==> src/rtl/exbus_pkg.sv <==
// Shared types and helpers for the expansion bus controller.
// Assumes a 32-bit data path and 4-bit timing fields.
package exbus_pkg;

    localparam int TW    = 4;
    localparam int DW    = 32;
    localparam int BEW   = DW / 8;
    localparam int CFG_W = 22;

    typedef enum logic [1:0] {
        WD_8   = 2'd0,
        WD_16  = 2'd1,
        WD_32  = 2'd2,
        WD_32X = 2'd3
    } width_e;

    // Run-time view of one chip-select configuration.
    typedef struct packed {
        logic          en;
        width_e        width;
        logic          sync;
        logic [TW-1:0] setup;
        logic [TW-1:0] pulse;
        logic [TW-1:0] hold;
        logic [TW-1:0] lat;
    } rt_t;

    typedef enum logic [2:0] {
        ST_IDLE, ST_SETUP, ST_PULSE, ST_HOLD, ST_ALE, ST_LAT, ST_DATA
    } st_e;

    // Unpack a configuration word into the run-time fields.
    function automatic rt_t cfg_decode(input logic [CFG_W-1:0] w);
        rt_t r;
        r.en    = w[0];
        r.width = width_e'(w[2:1]);
        r.sync  = w[3];
        r.setup = w[7:4];
        r.pulse = w[11:8];
        r.hold  = w[15:12];
        r.lat   = w[19:16];
        return r;
    endfunction

    // Synchronous flash needs 16-word bursts at 16 bits, 8-word at 32 bits.
    function automatic logic sync_ok(input logic [1:0] wcode, input logic [1:0] bcode);
        return ((wcode == 2'd1) && (bcode == 2'd1)) ||
               ((wcode[1] == 1'b1) && (bcode == 2'd0));
    endfunction

endpackage

==> src/rtl/exbus_cfg_bank.sv <==
// Per-chip-select configuration store.
// Entry 0 resets to slow plain-mode timing with the width from the straps
// seen while reset is held; the others reset disabled. Writes that ask for
// synchronous flash mode with an inconsistent burst code are dropped.
module exbus_cfg_bank
    import exbus_pkg::*;
#(
    parameter int NUM_CS = 8,
    localparam int CS_W  = $clog2(NUM_CS)
) (
    input  logic                   clk,
    input  logic                   rst_n,
    input  logic                   strap_a0,
    input  logic                   strap_a7,
    input  logic                   cfg_we,
    input  logic [CS_W-1:0]        cfg_sel,
    input  logic [CFG_W-1:0]       cfg_wdata,
    output rt_t  [NUM_CS-1:0]      cfg_tab
);

    logic wr_ok;

    // A sync-mode word is only kept if its burst code fits its width.
    always_comb wr_ok = !cfg_wdata[3] || sync_ok(cfg_wdata[2:1], cfg_wdata[21:20]);

    for (genvar i = 0; i < NUM_CS; i++) begin : g_ent
        // Hold one configuration entry; reset value depends on the entry index.
        always_ff @(posedge clk) begin
            if (!rst_n) begin
                if (i == 0) begin
                    cfg_tab[i].en    <= 1'b1;
                    cfg_tab[i].width <= width_e'({strap_a7, strap_a0});
                    cfg_tab[i].sync  <= 1'b0;
                    cfg_tab[i].setup <= '1;
                    cfg_tab[i].pulse <= '1;
                    cfg_tab[i].hold  <= '1;
                    cfg_tab[i].lat   <= '1;
                end else begin
                    cfg_tab[i] <= '0;
                end
            end else if (cfg_we && cfg_sel == CS_W'(i) && wr_ok) begin
                cfg_tab[i] <= cfg_decode(cfg_wdata);
            end
        end

        // a rejected write leaves the entry untouched.
        a_r13_bad_write_dropped: assert property (@(posedge clk) disable iff (!rst_n)
            (cfg_we && cfg_sel == CS_W'(i) && !wr_ok) |=> $stable(cfg_tab[i]));
    end

endmodule

==> src/rtl/exbus_lane.sv <==
// Byte-lane shaping by device width: maps request byte enables onto the
// bus and clears read lanes above the device width. Purely combinational.
module exbus_lane
    import exbus_pkg::*;
(
    input  width_e          width,
    input  logic [BEW-1:0]  be,
    input  logic [DW-1:0]   din,
    output logic [BEW-1:0]  be_n,
    output logic [DW-1:0]   rdat
);

    // Select active lanes and mask read data for the programmed width.
    always_comb begin
        unique case (width)
            WD_8: begin
                be_n = {3'b111, ~be[0]};
                rdat = {24'd0, din[7:0]};
            end
            WD_16: begin
                be_n = {2'b11, ~be[1:0]};
                rdat = {16'd0, din[15:0]};
            end
            default: begin
                be_n = ~be;
                rdat = din;
            end
        endcase
    end

endmodule

==> src/rtl/exbus_seq.sv <==
// Bus cycle sequencer. Runs setup/pulse/hold strobe cycles and synchronous
// flash burst reads (address latch, latency, wait-qualified data).
// Assumes requests arrive only while req_ready is high; configuration of
// the accepted chip select is copied at acceptance.
module exbus_seq
    import exbus_pkg::*;
#(
    parameter int NUM_CS = 8,
    parameter int ADDR_W = 25,
    localparam int CS_W  = $clog2(NUM_CS)
) (
    input  logic               clk,
    input  logic               rst_n,
    input  logic               req_valid,
    output logic               req_ready,
    input  logic               req_we,
    input  logic               req_burst,
    input  logic [2:0]         req_len,
    input  logic [CS_W-1:0]    req_cs,
    input  logic [ADDR_W-1:0]  req_addr,
    input  logic [DW-1:0]      req_wdata,
    input  logic [BEW-1:0]     req_be,
    input  rt_t                cfg_cur,
    output logic               rsp_valid,
    output logic               rsp_err,
    output logic               rsp_last,
    output logic [DW-1:0]      rsp_rdata,
    output logic               bus_act,
    output logic [CS_W-1:0]    bus_cs,
    output logic [ADDR_W-1:0]  ex_addr,
    output logic [BEW-1:0]     ex_be_n,
    output logic               ex_rd_n,
    output logic               ex_wr_n,
    output logic               ex_ale,
    output logic [DW-1:0]      ex_dout,
    output logic               ex_doe,
    input  logic [DW-1:0]      ex_din,
    input  logic               ex_wait_n
);

    st_e               st;
    logic [TW-1:0]     cnt;
    logic              we_q;
    width_e            width_q;
    logic [TW-1:0]     pulse_q, hold_q, lat_q;
    logic [ADDR_W-1:0] addr_q;
    logic [DW-1:0]     wdata_q;
    logic [BEW-1:0]    be_q;
    logic [CS_W-1:0]   cs_q;
    logic [2:0]        len_q, beat_q;
    logic              rsp_valid_q, rsp_err_q, rsp_last_q;
    logic [DW-1:0]     rdata_q;
    logic [BEW-1:0]    lane_be_n;
    logic [DW-1:0]     lane_rd;
    logic              take, go_burst;

    always_comb take     = req_valid && (st == ST_IDLE) && cfg_cur.en;
    always_comb go_burst = req_burst && !req_we && cfg_cur.sync;

    exbus_lane u_lane (
        .width (width_q),
        .be    (be_q),
        .din   (ex_din),
        .be_n  (lane_be_n),
        .rdat  (lane_rd)
    );

    // Capture request fields and the chip-select timing at acceptance.
    always_ff @(posedge clk) begin
        if (!rst_n) begin
            we_q    <= 1'b0;
            width_q <= WD_32;
            pulse_q <= '0;
            hold_q  <= '0;
            lat_q   <= '0;
            addr_q  <= '0;
            wdata_q <= '0;
            be_q    <= '0;
            cs_q    <= '0;
            len_q   <= '0;
        end else if (take) begin
            we_q    <= req_we;
            width_q <= cfg_cur.width;
            pulse_q <= cfg_cur.pulse;
            hold_q  <= cfg_cur.hold;
            lat_q   <= cfg_cur.lat;
            addr_q  <= req_addr;
            wdata_q <= req_wdata;
            be_q    <= go_burst ? '1 : req_be;
            cs_q    <= req_cs;
            len_q   <= req_len;
        end
    end

    // Phase state machine, phase counter, beat counter and response registers.
    always_ff @(posedge clk) begin
        if (!rst_n) begin
            st          <= ST_IDLE;
            cnt         <= '0;
            beat_q      <= '0;
            rsp_valid_q <= 1'b0;
            rsp_err_q   <= 1'b0;
            rsp_last_q  <= 1'b0;
            rdata_q     <= '0;
        end else begin
            rsp_valid_q <= 1'b0;
            unique case (st)
                ST_IDLE: begin
                    if (req_valid && !cfg_cur.en) begin
                        rsp_valid_q <= 1'b1;
                        rsp_err_q   <= 1'b1;
                        rsp_last_q  <= 1'b1;
                    end else if (take) begin
                        rsp_err_q <= 1'b0;
                        if (go_burst) begin
                            st <= ST_ALE;
                        end else begin
                            st  <= ST_SETUP;
                            cnt <= cfg_cur.setup;
                        end
                    end
                end
                ST_SETUP: begin
                    if (cnt == '0) begin
                        st  <= ST_PULSE;
                        cnt <= pulse_q;
                    end else begin
                        cnt <= cnt - 1'b1;
                    end
                end
                ST_PULSE: begin
                    if (cnt == '0) begin
                        if (!we_q) rdata_q <= lane_rd;
                        st  <= ST_HOLD;
                        cnt <= hold_q;
                    end else begin
                        cnt <= cnt - 1'b1;
                    end
                end
                ST_HOLD: begin
                    if (cnt == '0) begin
                        st          <= ST_IDLE;
                        rsp_valid_q <= 1'b1;
                        rsp_last_q  <= 1'b1;
                    end else begin
                        cnt <= cnt - 1'b1;
                    end
                end
                ST_ALE: begin
                    st  <= ST_LAT;
                    cnt <= lat_q;
                end
                ST_LAT: begin
                    if (cnt == '0) begin
                        st     <= ST_DATA;
                        beat_q <= '0;
                    end else begin
                        cnt <= cnt - 1'b1;
                    end
                end
                ST_DATA: begin
                    if (ex_wait_n) begin
                        rdata_q     <= lane_rd;
                        rsp_valid_q <= 1'b1;
                        rsp_last_q  <= (beat_q == len_q);
                        beat_q      <= beat_q + 1'b1;
                        if (beat_q == len_q) st <= ST_IDLE;
                    end
                end
                default: st <= ST_IDLE;
            endcase
        end
    end

    // Decode bus pins from the current phase.
    always_comb begin
        req_ready = (st == ST_IDLE);
        bus_act   = (st != ST_IDLE);
        bus_cs    = cs_q;
        ex_addr   = addr_q;
        ex_be_n   = bus_act ? lane_be_n : '1;
        ex_rd_n   = !(((st == ST_PULSE) && !we_q) || (st == ST_LAT) || (st == ST_DATA));
        ex_wr_n   = !((st == ST_PULSE) && we_q);
        ex_ale    = (st == ST_ALE);
        ex_dout   = wdata_q;
        ex_doe    = we_q && ((st == ST_SETUP) || (st == ST_PULSE) || (st == ST_HOLD));
        rsp_valid = rsp_valid_q;
        rsp_err   = rsp_err_q;
        rsp_last  = rsp_last_q;
        rsp_rdata = rdata_q;
    end

    // the address latch pulse lasts one clock and is followed by the read strobe.
    a_r9_ale_single: assert property (@(posedge clk) disable iff (!rst_n)
        ex_ale |=> (!ex_ale && !ex_rd_n));

    // a burst word is only returned for a clock with wait released.
    a_r10_beat_needs_wait: assert property (@(posedge clk) disable iff (!rst_n)
        (rsp_valid && $past(st == ST_DATA)) |-> $past(ex_wait_n));

    // a disabled target answers with an error next clock and stays off the bus.
    a_r4_disabled_error: assert property (@(posedge clk) disable iff (!rst_n)
        (req_valid && req_ready && !cfg_cur.en) |=> (rsp_valid && rsp_err && !bus_act));

endmodule

==> src/rtl/exbus_cs_ctrl.sv <==
// Expansion bus controller top: configuration bank, cycle sequencer and
// chip-select decode. Assumes a request is raised only while req_ready is
// high and is held for one clock.
module exbus_cs_ctrl
    import exbus_pkg::*;
#(
    parameter int NUM_CS = 8,
    parameter int ADDR_W = 25,
    localparam int CS_W  = $clog2(NUM_CS)
) (
    input  logic               clk,
    input  logic               rst_n,
    input  logic               strap_a0,
    input  logic               strap_a7,
    input  logic               cfg_we,
    input  logic [CS_W-1:0]    cfg_sel,
    input  logic [CFG_W-1:0]   cfg_wdata,
    input  logic               req_valid,
    output logic               req_ready,
    input  logic               req_we,
    input  logic               req_burst,
    input  logic [2:0]         req_len,
    input  logic [CS_W-1:0]    req_cs,
    input  logic [ADDR_W-1:0]  req_addr,
    input  logic [DW-1:0]      req_wdata,
    input  logic [BEW-1:0]     req_be,
    output logic               rsp_valid,
    output logic               rsp_err,
    output logic               rsp_last,
    output logic [DW-1:0]      rsp_rdata,
    output logic [ADDR_W-1:0]  ex_addr,
    output logic [BEW-1:0]     ex_be_n,
    output logic [NUM_CS-1:0]  ex_cs_n,
    output logic               ex_rd_n,
    output logic               ex_wr_n,
    output logic               ex_ale,
    output logic [DW-1:0]      ex_dout,
    output logic               ex_doe,
    input  logic [DW-1:0]      ex_din,
    input  logic               ex_wait_n
);

    rt_t [NUM_CS-1:0] cfg_tab;
    rt_t              cfg_cur;
    logic             bus_act;
    logic [CS_W-1:0]  bus_cs;

    // Configuration of the chip select a new request names.
    always_comb cfg_cur = cfg_tab[req_cs];

    exbus_cfg_bank #(.NUM_CS(NUM_CS)) u_cfg (
        .clk       (clk),
        .rst_n     (rst_n),
        .strap_a0  (strap_a0),
        .strap_a7  (strap_a7),
        .cfg_we    (cfg_we),
        .cfg_sel   (cfg_sel),
        .cfg_wdata (cfg_wdata),
        .cfg_tab   (cfg_tab)
    );

    exbus_seq #(.NUM_CS(NUM_CS), .ADDR_W(ADDR_W)) u_seq (
        .clk       (clk),
        .rst_n     (rst_n),
        .req_valid (req_valid),
        .req_ready (req_ready),
        .req_we    (req_we),
        .req_burst (req_burst),
        .req_len   (req_len),
        .req_cs    (req_cs),
        .req_addr  (req_addr),
        .req_wdata (req_wdata),
        .req_be    (req_be),
        .cfg_cur   (cfg_cur),
        .rsp_valid (rsp_valid),
        .rsp_err   (rsp_err),
        .rsp_last  (rsp_last),
        .rsp_rdata (rsp_rdata),
        .bus_act   (bus_act),
        .bus_cs    (bus_cs),
        .ex_addr   (ex_addr),
        .ex_be_n   (ex_be_n),
        .ex_rd_n   (ex_rd_n),
        .ex_wr_n   (ex_wr_n),
        .ex_ale    (ex_ale),
        .ex_dout   (ex_dout),
        .ex_doe    (ex_doe),
        .ex_din    (ex_din),
        .ex_wait_n (ex_wait_n)
    );

    // One active-low select per chip select, low only for the active target.
    for (genvar i = 0; i < NUM_CS; i++) begin : g_cs
        assign ex_cs_n[i] = !(bus_act && (bus_cs == CS_W'(i)));
    end

    // never more than one chip select low.
    a_r8_cs_onehot: assert property (@(posedge clk) disable iff (!rst_n)
        $onehot0(~ex_cs_n));

    // read and write strobes never overlap.
    a_r7_strobes_exclusive: assert property (@(posedge clk) disable iff (!rst_n)
        !(!ex_rd_n && !ex_wr_n));

    // a strobe is only low inside a chip-select window.
    a_r5_strobe_in_cs: assert property (@(posedge clk) disable iff (!rst_n)
        (!ex_rd_n || !ex_wr_n) |-> (ex_cs_n != '1));

    // while ready, the bus is quiet.
    a_r1_ready_quiet: assert property (@(posedge clk) disable iff (!rst_n)
        req_ready |-> (ex_cs_n == '1 && ex_rd_n && ex_wr_n && !ex_ale && ex_be_n == '1));

endmodule

==> config.mk <==
export PLATFORM = sky130hd
export DESIGN_NAME = exbus_cs_ctrl
export DESIGN_NICKNAME = d
export VERILOG_FILES = /design/src/rtl/exbus_pkg.sv /design/src/rtl/exbus_cfg_bank.sv /design/src/rtl/exbus_lane.sv /design/src/rtl/exbus_seq.sv /design/src/rtl/exbus_cs_ctrl.sv
export SDC_FILE = /design/constraint.sdc
export NUM_CORES = 1
export LEC_CHECK = 0
export BUFFER_PORTS_ARGS = -buffer_cell sky130_fd_sc_hd__buf_2
export CAP_MARGIN = 20
export CORE_MARGIN = 2
export CORE_UTILIZATION = 40
export CTS_CLUSTER_DIAMETER = 50
export DETAILED_ROUTE_END_ITERATION = 12
export MAX_ROUTING_LAYER = met4
export PLACE_DENSITY = 0.61
export SETUP_SLACK_MARGIN = 0.15
export SKIP_LAST_GASP = 1
export SLEW_MARGIN = 20
export SYNTH_ARGS = -nofsm -noshare
export SYNTH_HDL_FRONTEND = slang
export SYNTH_SLANG_ARGS = --single-unit
==> constraint.sdc <==
create_clock -name clk -period 5.9 [get_ports clk]
set_input_delay 0.59 -clock clk [delete_from_list [all_inputs] [get_ports clk]]
set_output_delay 0.59 -clock clk [all_outputs]
set_load 0.02 [all_outputs]
== Yosys cells after proc, flatten, opt, wreduce, memory -nomap -nowiden ==
Cells that the tools add are included.
W data, S select, Z words.
Word-level totals
  bits in registers: 287
Cells by class
  add/sub/neg operators: 2
  magnitude comparators: 1
  equal/unequal tests: 37
  multiplexer cells: 41
  bitwise logic cells: 3
  reductions and logical operators: 73
Operators with widths (count)
  $pmux W32 S2: 2
  $mux W32: 3
  $bmux W20 S3: 1
  $mux W19: 2
  $logic_and A1 B1 Y1: 34
  $eq A3 B3 Y1 const B: 11
  $mux W4: 8
  $mux W3: 10
  $pmux W3 S7: 1
  $mux W20: 1
  $pmux W4 S5: 1
  $eq A3 B2 Y1 const B: 6
  $ne A2 B1 Y1 const B: 8
  $logic_not A1 Y1: 14
  $ne A2 B2 Y1 const B: 5
  $eq A3 B1 Y1 const B: 3
  $logic_not A3 Y1: 3
  $mux W1: 8
  $pmux W4 S2: 1
  $reduce_and A4 Y1: 2
  $reduce_and A8 Y1: 1
  $eq A2 B1 Y1 const B: 3
  $logic_or A1 B1 Y1: 6
  $pmux W1 S3: 2
  17 further kinds: 21

== Longest topological paths before layout ==
Gate-level depths: netlist (run 1).
  depth after elaboration: 7
  mapped depth: 11
  mapped depth without buffers: 8

== Modules after synthesis ==
Synthesis (run 1) repeated with hierarchy kept, for this count alone.
Unflattened totals
  cells, all modules: 1342
  area total of the unflattened synthesis: 12793.5 um2
By module, submodules not included
  exbus_cfg_bank: times used 1, cells each 589, area an instance 5900.7 um2, seq. area each 3223.1 um2
  exbus_seq: times used 1, cells each 630, area an instance 5208.7 um2, seq. area each 2542.4 um2
  exbus_cs_ctrl: times used 1, cells each 83, area an instance 1408.9 um2, seq. area each 0.0 um2
  exbus_lane: times used 1, cells each 40, area an instance 275.3 um2, seq. area each 0.0 um2

== Least setup slack after synthesis (run 1) ==
No wires, ideal clock.
  path type: input to register
  start: in cfg_wdata[2]
  end: reg, netlist name u_cfg.cfg_tab[120]
  setup time: 0.128 ns
  data arrival time: 2.149 ns
  required time: 5.772 ns
  setup slack: 3.623 ns
  stages: 9
  cells stage by stage: buf_6 nand3b_1 a21o_1 a211o_1 or3b_1 clkbuf_1 buf_6 mux2i_1 nor2_1
Between the ends
  cells in the longest elaborated chain, start to end: 5
  elaborated cells between the ends (all ways): 6
  those cells by class: eq/ne (1); reduce/logical (5)
RTL lines
  start, declared: RTL line exbus_cs_ctrl.sv:17  | input logic [CFG_W-1:0] cfg_wdata,
  $eq A2 B1 Y1: RTL line exbus_pkg.sv:47  | return ((wcode == 2'd1) && (bcode == 2'd1)) ||
  $logic_and A1 B1 Y1: RTL line exbus_pkg.sv:47
  $logic_or A1 B1 Y1 *: RTL line exbus_pkg.sv:47
  $logic_or A1 B1 Y1 *: RTL line exbus_cfg_bank.sv:24  | always_comb wr_ok = !cfg_wdata[3] || sync_ok(cfg_wdata[2:1], cfg_wdata[21:20]);
  $logic_and A1 B1 Y1 *: RTL line exbus_cfg_bank.sv:41  | end else if (cfg_we && cfg_sel == CS_W'(i) && wr_ok) begin
Every way passes the cells marked *; elsewhere a longest branch is shown, timed or not.
A chain may end at the register's enable or synchronous reset.

== Final worst setup path (run 1) ==
  start: reg u_seq.st[2]
  end: out ex_cs_n[3]
Between the ends
  cells in the longest elaborated chain, start to end: 3
RTL lines
  start, declared: RTL line exbus_seq.sv:41  | st_e st;
  start signal, assigned: RTL line exbus_seq.sv:98  | st <= ST_IDLE;
  start signal, assigned: RTL line exbus_seq.sv:116  | st <= ST_ALE;
  start signal, assigned: RTL line exbus_seq.sv:118  | st <= ST_SETUP;
  $reduce_bool A3 Y1: RTL line exbus_seq.sv:178  | bus_act = (st != ST_IDLE);
  $logic_and A1 B1 Y1: RTL line exbus_cs_ctrl.sv:94  | assign ex_cs_n[i] = !(bus_act && (bus_cs == CS_W'(i)));
  $logic_not A1 Y1: RTL line exbus_cs_ctrl.sv:94
  end, declared: RTL line exbus_cs_ctrl.sv:33  | output logic [NUM_CS-1:0] ex_cs_n,
Every way passes these cells.

==> qor.csv, run 1 <==
metric;value;unit
total grt overflow;0;
H-tree Lvls;2;
initial antenna violation count;3;
setup bufs post-CTS;0;
CP endpoint kind;output port;
Clock Skew;0.0141;ns
clk buf depth;3;
Resize count post-CTS;0;
CP Cell Sequence;clkinv_1, nand2_1, inv_1, nor2_1, nand3_1, buf_2;
DRT antenna net count;0;
Die W;177;um
routed len/inst;17.1;um
Final Max Tran Viols;0;
status;finished, final reports clean;
First-pass DRT Iterations;5;
share of the yosys chip area belonging to registers;48.4;%
top_reg_cell synth;dfxtp_1;
max-cap check violation count;0;
CP Data Required Time;5.31;ns
RSZ-0062 raised after global routing;false;
setup TNS;0;ns
final wirelength;33.1;mm
fraction of layout cells with a size suffix above 1;23.4;%
reg2reg setup slack;2.75;ns
Placer Congestion;0.794;
CP top delay family;simple AND/OR/NAND/NOR gates;
Post-synth ARST share;0;%
Die H;177;um
Worst Hold Depth;3;
Hold Path End;u_seq.rsp_rdata[1];
Yosys top cell by area;dfxtp_1;
Yosys reg bits;287;
Area Growth Syn to Fin;19.8;%
CP Class;reg2out;
largest net degree at the start of global routing;136;
fmax;304;MHz
slowest stage delay, CP;0.60;ns
Post-synth EDFFs;2;
Starting Density;40.4;%
Fin. Hold Viols;0;
relative slew slack;24.9;%
full die area;31200;um^2
placed cells;1874;
top cells by area, synth;dfxtp_1 48%, nand2_1 11%, mux2i_1 8.7%;
# nets final;1657;
Pwr Density;359;nW/um^2
CTS Buf Count;35;
Worst Hold Class;in2reg;
Critical Path AT;2.70;ns
pin slew with the least headroom to its limit;1.12;ns
final cell count without fillers;1937;
Post-Synthesis Cells;1358;
Max stage delay cell, worst path;dfxtp_1;
post-route minimum period;3.29;ns
CTS Root Cell;clkbuf_16;
Netlist cell types;61;
Filler cells;2870;
Starting DRT DRC Count;699;
area share of the largest cell type after synthesis;47.9;%
CP max FO;13;
Yosys warning count;0;
Clock Sinks;287;
worst hold path startpoint;ex_din[1];
hold slack;0.319;ns
cell leakage power;6.21;nW
Syn Area/Cell;8.78;um^2
Seq. cell area;5770;um^2
synthesized net count;1494;
IO buf count;241;
Setup Viol. Count Final;0;
GRT Util Overall;21.1;%
RR Startpoint;u_seq.st[2];
Reg clk slew, reported paths;0.06;ns
DRC viols;0;
CTS tree;built;
clk_lat worst skew;0.51;ns
core area;29500;um^2
DR vias;9922;
Startpoint Class;flop;
multi-input logic area;5580;um^2
Final HPWL DP;21.2;mm
worst r2r dst;u_seq.lat_q[0];
I/O Pins;242;
Via density;5.12;
buffers and inverters on the worst path;3;
worst r2r path cells;8;
CTS Hold Bufs;0;
Power Total;5.12;mW
final worst path period share;55.7;%
Post-Synthesis Cell Area;11900;um^2
first-pass GRT wire length;50.7;mm
maximum vdd drop;0.158;mV
vias in the first global route;9067;
Cell Rows;63;
-- stage by stage --
step                      cell area (um^2)  setup WS, ns  utilization (%)
after floorplan                      11900          3.62                -
after global placement               13200          2.56             44.6
after detailed placement             13200          2.50             44.6
after CTS                            14300          2.61             48.4
after global routing                 14300          2.35             48.4
final                                14300          2.61             48.4
-- cells in the mapped netlist (3+ instances only) --
master and count:
nor2b_1 7, o221ai_1 3, nand2_1 349, clkbuf_1 83, mux2i_1 103, mux4_2 37
xnor2_1 3, nor3_1 5, a22oi_1 5, o21ai_0 7, ha_1 3, a21oi_1 162
nand3b_1 4, nor2_1 120, buf_2 31, buf_4 3, nand3_1 54, buf_1 4
nand4_1 3, inv_1 7, o21a_1 3, buf_6 5, and2_1 5, o221a_2 4
dfxtp_1 285, a211oi_1 18
-- state kept, by name, summed over array words and instances, names as in the netlist, 2 cells and up --
name / cells
u_seq.len_q: 3
u_seq.width_q: 2
u_seq.hold_q: 4
u_seq.bus_cs: 3
u_cfg.cfg_tab: 160
u_seq.ex_dout: 32
u_seq.beat_q: 3
u_seq.ex_addr: 25
u_seq.pulse_q: 4
u_seq.st: 3
u_seq.lat_q: 4
u_seq.cnt: 4
u_seq.rsp_rdata: 32
u_seq.be_q: 4
-- kinds of logic after synthesis --
| kind of cell | after synthesis | share of synthesized area [%] |
|---|---|---|
| AO/OA/AOI/OAI | 224 | 10.9 |
| XOR/XNOR | 5 | 0.367 |
| adder cells (fa/ha/maj) | 3 | 0.315 |
| buffers and inverters | 136 | 5.03 |
| flip-flops | 287 | 48.4 |
| multiplexers | 141 | 15.7 |
| AND/OR/NAND/NOR | 562 | 19.2 |
-- power by group --
| group | total [mW] | switching (mW) | internal [mW] |
|---|---|---|---|
| logic | 0.901 | 0.592 | 0.309 |
| clock network | 2.04 | 0.815 | 1.23 |
| registers | 2.18 | 0.0994 | 2.08 |
-- routing by layer --
layer / GRT usage, % / vias up / share of wire [%]
met2: 33.3 / 285 / 47
met1: 28.3 / 4666 / 45
met4: 4.44 / 0 / 1.5
met3: 4.02 / 39 / 6.4
li1: - / 4932 / -
met5: - / - / 0
-- layout by cell type, fill, tap and decap left out, types with 3 or more instances in the layout --
cell type,n
nand2_1,348
dfxtp_1,285
buf_2,241
a21oi_1,162
nor2_1,120
mux2i_1,103
nand3_1,53
mux4_2,37
clkbuf_16,37
a211oi_1,18
buf_4,12
clkbuf_1,8
inv_1,7
o21ai_0,7
nor2b_1,6
clkbuf_8,6
clkinv_2,6
a22oi_1,5
nand3b_1,4
o221a_2,4
and2_1,4
nor3_1,4
or3b_2,3
o221ai_1,3
nand4_1,3
o21a_1,3
xnor2_1,3
ha_1,3
-- worst reg2reg max path: stages, from the launching register on --
cell and delay [ns]:
dfxtp_1 0.44, clkinv_1 0.23, nand2_1 0.29, inv_1 0.34, nand2_1 0.16, nor2b_4 0.72, buf_4 0.50, nor2_1 0.09
a211oi_1 0.26
-- cell type report --
type / instances / share of cell area (%)
inverter: 9 / 0.272
antenna: 2 / 0.0351
tap: 390 / 3.42
multi-input combinational: 935 / 39.1
clock buffer: 51 / 7.28
clock inverter: 10 / 0.473
timing repair buffer: 253 / 9.08
sequential: 287 / 40.4
-- worst max-delay path by stage --
stage            startpoint            endpoint  slack (ns)  depth (start not counted)
6_report        u_seq.st[2]          ex_cs_n[3]        2.61                          6
5_1_grt         u_seq.st[2]          ex_cs_n[3]        2.35                          6
4_1_cts         u_seq.st[2]          ex_cs_n[3]        2.61                          6
3_5_place_dp      req_cs[0]     u_seq.hold_q[0]        2.50                          8
3_3_place_gp      req_cs[0]        u_seq.cnt[2]        2.56                          7
2_1_floorplan  cfg_wdata[2]  u_cfg.cfg_tab[120]        3.62                          9
Power figures use the tool's default switching activity.
==> run 2, diff against run 1 <==
Settings changed: PLACE_DENSITY 0.61 to 0.64.
Clock period 5.9 ns to 2.9 ns, I/O delays scaled along.
==> qor.csv, run 2 (same netlist as run 1, synthesis figures left out) <==
metric;value;unit
fmax;409;MHz
fraction of layout cells with a size suffix above 1;22.7;%
reg2reg setup slack;0.60;ns
most common cell after layout, fill and taps aside;nand2_1;
commonest cells after routing, fill and taps aside;348 x nand2_1, 284 x dfxtp_1, 241 x buf_2;
I/O Pins;242;
Startpoint Class;flop;
clk buf depth;3;
total grt overflow;0;
cell leakage power;6.62;nW
CP Class;reg2out;
routed len/inst;17.0;um
vias in the first global route;9916;
post-route minimum period;2.44;ns
# nets final;1755;
Final HPWL DP;22.2;mm
Final Max Tran Viols;0;
setup TNS;0;ns
GRT Util Overall;21.8;%
CP max FO;13;
Clock Sinks;287;
Die H;177;um
core area;29500;um^2
Via density;5.16;
DRC viols;0;
DR vias;10500;
final worst path period share;84.3;%
Die W;177;um
Cell Rows;63;
Critical Path AT;2.15;ns
clk_lat worst skew;0.55;ns
CP Data Required Time;2.61;ns
full die area;31200;um^2
Fin. Hold Viols;0;
First-pass DRT Iterations;7;
IO buf count;241;
Most flops, register;u_cfg.cfg_tab;
Pwr Density;679;nW/um^2
DRT antenna net count;0;
CTS Root Cell;clkbuf_16;
Reg clk slew, reported paths;0.06;ns
CTS Buf Count;31;
largest net degree at the start of global routing;76;
status;finished, final reports clean;
pin slew with the least headroom to its limit;1.01;ns
Starting DRT DRC Count;669;
relative slew slack;32.8;%
Area Growth Syn to Fin;27.7;%
Clock Skew;0.0120;ns
Placer Congestion;0.814;
Worst Hold Class;in2reg;
Starting Density;40.4;%
max reg flops;160;
CTS tree;built;
max-cap check violation count;0;
first-pass GRT wire length;53.3;mm
setup bufs post-CTS;0;
Setup Viol. Count Final;0;
Place WS;0.416;ns
final worst setup slack;0.455;ns
maximum vdd drop;0.440;mV
H-tree Lvls;1;
CP endpoint kind;output port;
RSZ-0062 raised after global routing;false;
initial antenna violation count;3;
final wirelength;34.5;mm
==> run 2: repair_timing <==
action,4_1_cts,5_1_grt
hold buffers,80,0
endpoints found under the setup margin,0,4
gates resized for setup,0,2
hold endpoints to repair,80,0
==> run 2: per-stage QoR <==
stage | hold WS, ns | total power [mW] | utilization, % | cells | area (um^2)
after floorplan | 0.426 | 5.78 | - | 1358 | 11900
after global placement | 0.435 | 6.39 | 45.5 | 1896 | 13400
after detailed placement | 0.441 | 6.42 | 45.5 | 1896 | 13400
after CTS | 0.000876 | 10.4 | 51.6 | 2030 | 15200
after global routing | 0.00435 | 10.8 | 51.6 | 2032 | 15200
final | 0.00810 | 10.3 | 51.6 | 2032 | 15200
==> run 2: metal layers <==
layer / track usage [%] / share of wire [%]
met5: - / 0
met4: 4.79 / 2.0
met3: 3.61 / 6.8
met2: 36.6 / 48
met1: 27.8 / 43
==> run 2: area by class of cell <==
| type | count | area, um^2 |
|---|---|---|
| Fill cell | 2682 | 14300 |
| Sequential cell | 287 | 5770 |
| Multi-Input combinational cell | 935 | 5570 |
| Timing Repair Buffer | 355 | 2340 |
| Clock buffer | 49 | 923 |
| Tap cell | 390 | 488 |
| Clock inverter | 5 | 81.3 |
| Inverter | 9 | 38.8 |
| Antenna cell | 2 | 5.00 |
==> run 2: worst paths after layout <==
| path | cells after the start | end | startpoint |
|---|---|---|---|
| max | 6 | ex_cs_n[2] | u_seq.st[0] |
| min | 3 | u_seq.rsp_rdata[22] | ex_din[22] |
| max reg2reg | 8 | u_seq.cnt[2] | u_seq.cnt[0] |
| min reg2reg | 2 | u_seq.rsp_rdata[22] | u_seq.rsp_rdata[22] |
==> run 2: power by group <==
| part | switching [mW] | internal (mW) |
|---|---|---|
| registers | 0.173 | 4.23 |
| clock network | 1.55 | 2.34 |
| logic | 1.28 | 0.752 |
==> run 2: worst max-delay path: stages, from the launching register on <==
cell and delay, ns:
dfxtp_2 0.46, nor2_1 0.13, nand2_2 0.22, inv_1 0.22
nor2_1 0.29, nand2_1 0.09, buf_2 0.19
==> run 3, diff against run 2 <==
Settings changed: ABC_AREA from default to 1.
Clock period 2.9 ns to 2.1 ns, I/O delays scaled along.
==> qor.csv, run 3 <==
metric;value;unit
top_reg_cell synth;dfxtp_1;
Filler cells;2794;
Final Max Tran Viols;0;
Cell Rows;63;
post-route minimum period;1.88;ns
logic gate share of total power;20.0;%
largest net degree at the start of global routing;109;
Yosys top cell by area;dfxtp_1;
most common cell after layout, fill and taps aside;nand2_1;
Worst Hold Class;in2reg;
initial antenna violation count;1;
Post-Synthesis Cells;1685;
final worst path period share;89.3;%
Syn Area/Cell;7.14;um^2
pin slew with the least headroom to its limit;0.493;ns
CP endpoint kind;output port;
synthesized net count;1821;
CP max FO;8;
Yosys reg bits;287;
Die W;177;um
setup TNS;0;ns
IO buf count;241;
I/O Pins;242;
CTS Root Cell;clkbuf_16;
max-cap check violation count;0;
Power Total;14.9;mW
fraction of layout cells with a size suffix above 1;18.8;%
Hold Path End;u_cfg.cfg_tab[1];
share of the yosys chip area belonging to registers;47.9;%
Clock Sinks;287;
Startpoint Class;flop;
Place WS;0.264;ns
Pwr Density;937;nW/um^2
cell leakage power;6.72;nW
status;finished, final reports clean;
Reg clk slew, reported paths;0.06;ns
Setup Viol. Count Final;0;
buffers and inverters on the worst path;4;
CTS Buf Count;35;
Netlist cell types;35;
vias in the first global route;11500;
max reg flops;160;
Critical Path AT;1.67;ns
top cells by area, synth;dfxtp_1 47%, o21ai_0 10%, nand2_1 9.5%;
core area;29600;um^2
CP top delay family;buffers and inverters;
clk_lat worst skew;0.52;ns
Die H;177;um
CP Cell Sequence;buf_6, inv_1, nand2_2, nor2_1, buf_4, a21oi_1, buf_4;
Area Growth Syn to Fin;32.5;%
Starting DRT DRC Count;838;
Placer Congestion;0.905;
clk buf depth;3;
Clock Skew;0.0214;ns
Yosys warning count;0;
Most flops, register;u_cfg.cfg_tab;
fmax;533;MHz
commonest cells after routing, fill and taps aside;302 x nand2_1, 282 x dfxtp_1, 280 x nor2_1;
CP Class;reg2out;
RSZ-0062 raised after global routing;false;
# nets final;2143;
Sw Share;29.8;%
share of power burned in registers;40.3;%
Post-synth ARST share;0;%
Post-synth EDFFs;2;
final wirelength;39.0;mm
DR vias;12400;
RR Startpoint;u_seq.cnt[0];
worst r2r path cells;10;
Post-Synthesis Cell Area;12000;um^2
relative slew slack;67.1;%
total grt overflow;0;
full die area;31500;um^2
most frequent cell on the critical path;buf_4;
worst r2r dst;u_seq.cnt[1];
reg2reg setup slack;0.34;ns
CP Data Required Time;1.89;ns
Starting Density;40.6;%
power share of the clock group;39.7;%
slowest stage delay, CP;0.36;ns
first-pass GRT wire length;60.4;mm
top-count cell post-synth;nand2_1;
Final HPWL DP;25.3;mm
routed len/inst;16.1;um
Worst Hold Depth;3;
DRT antenna net count;0;
final worst setup slack;0.224;ns
Fin. Hold Viols;0;
H-tree Lvls;2;
Max stage delay cell, worst path;dfxtp_2;
CTS tree;built;
First-pass DRT Iterations;7;
synth cell count leaders;304 x nand2_1, 285 x dfxtp_1, 283 x nor2_1;
Via density;5.12;
maximum vdd drop;0.591;mV
Sw Pwr;4.45;mW
area share of the largest cell type after synthesis;47.4;%
internal power;10.5;mW
GRT Util Overall;24.6;%
DRC viols;0;
worst hold path startpoint;cfg_wdata[17];
hold slack;0.0135;ns
## run 3: cell count changes after synthesis, sizes merged, moves of 21 or more
| cell | delta |
|---|---|
| clkbuf | -21 |
| o21ai | +243 |
| mux4 | -37 |
| nand3 | +33 |
| nand2 | -42 |
| a21oi | +36 |
| nor2 | +166 |
| mux2i | -103 |
| inv | +91 |
## run 3: layout make-up
cell class	count	area, um^2	area share [%]
Antenna cell	1	2.50	0.0157
Clock buffer	50	993	6.23
Clock inverter	11	140	0.879
Inverter	102	389	2.44
Multi-Input combinational cell	1180	5360	33.6
Sequential cell	287	5770	36.2
Tap cell	390	488	3.06
Timing Repair Buffer	401	2800	17.5
## run 3: logic make-up (layout without fill, tap and decap cells)
logic type | Yosys count | count (layout) | share of synthesized area [%]
adders and majority gates | 3 | 3 | 0.312
buffers and inverters | 218 | 564 | 7.84
AOI/OAI and AO/OA | 479 | 479 | 20.7
and+or+nand+nor | 694 | 694 | 22.9
other | 0 | 1 | 0
DFF | 287 | 287 | 47.9
xor gates and xnor gates | 4 | 4 | 0.291
## run 3: repair_timing
item,CTS,global route
resized for setup,12,11
pin swaps,1,1
endpoints found under the setup margin,10,18
hold buffers,101,0
endpoints found under the hold margin,101,0
buffers inserted,2,2
## run 3: worst max path at each step
| stage | from | end | slack (ns) | depth (start not counted) |
|---|---|---|---|---|
| floorplan | u_seq.st[0] | u_seq.cnt[3] | 0.52 | 9 |
| global route | u_seq.st[2] | ex_cs_n[3] | 0.14 | 7 |
| global placement | req_cs[0] | u_seq.st[2] | 0.24 | 10 |
| CTS | u_seq.st[0] | ex_rd_n | 0.16 | 7 |
| detailed placement | req_cs[0] | u_seq.hold_q[1] | 0.26 | 7 |
| finish | u_seq.st[0] | ex_rd_n | 0.22 | 7 |
## run 3: worst reg2reg max path: stages (launching register included)
cell     delay [ns]
dfxtp_1        0.29
inv_1          0.13
ha_1           0.17
nand3_1        0.18
inv_2          0.17
a21oi_1        0.09
or2_2          0.32
nand2_1        0.07
nand3_1        0.08
nor2_1         0.10
nor2_1         0.06
## run 3: stage by stage
stage / instance area (um^2) / cells / util (%)
2_1_floorplan: 12000 / 1685 / -
3_3_place_gp: 13700 / 2255 / 46.2
3_5_place_dp: 13700 / 2255 / 46.2
4_1_cts: 15900 / 2419 / 53.6
5_1_grt: 15900 / 2422 / 53.8
6_report: 15900 / 2422 / 53.8
## run 3: routing by layer
metal / track usage, % / share of wire, % / routed length [um] / vias to the layer above
met1: 29.1 / 42 / 16500 / 5713
met2: 42.2 / 48 / 18700 / 439
li1: - / - / - / 6167
met4: 8.74 / 3.4 / 1320 / 0
met5: - / 0 / 0 / -
met3: 4.01 / 6.2 / 2430 / 91
## run 3: power groups by stage
stage,clock [mW],combinational [mW],sequential (mW)
6_report,5.92,2.99,6.02
5_1_grt,6.24,3.31,6.05
4_1_cts,6.02,2.93,6.01
3_5_place_dp,0,2.68,6.12
3_3_place_gp,0,2.65,6.12
2_1_floorplan,0,1.63,6.29
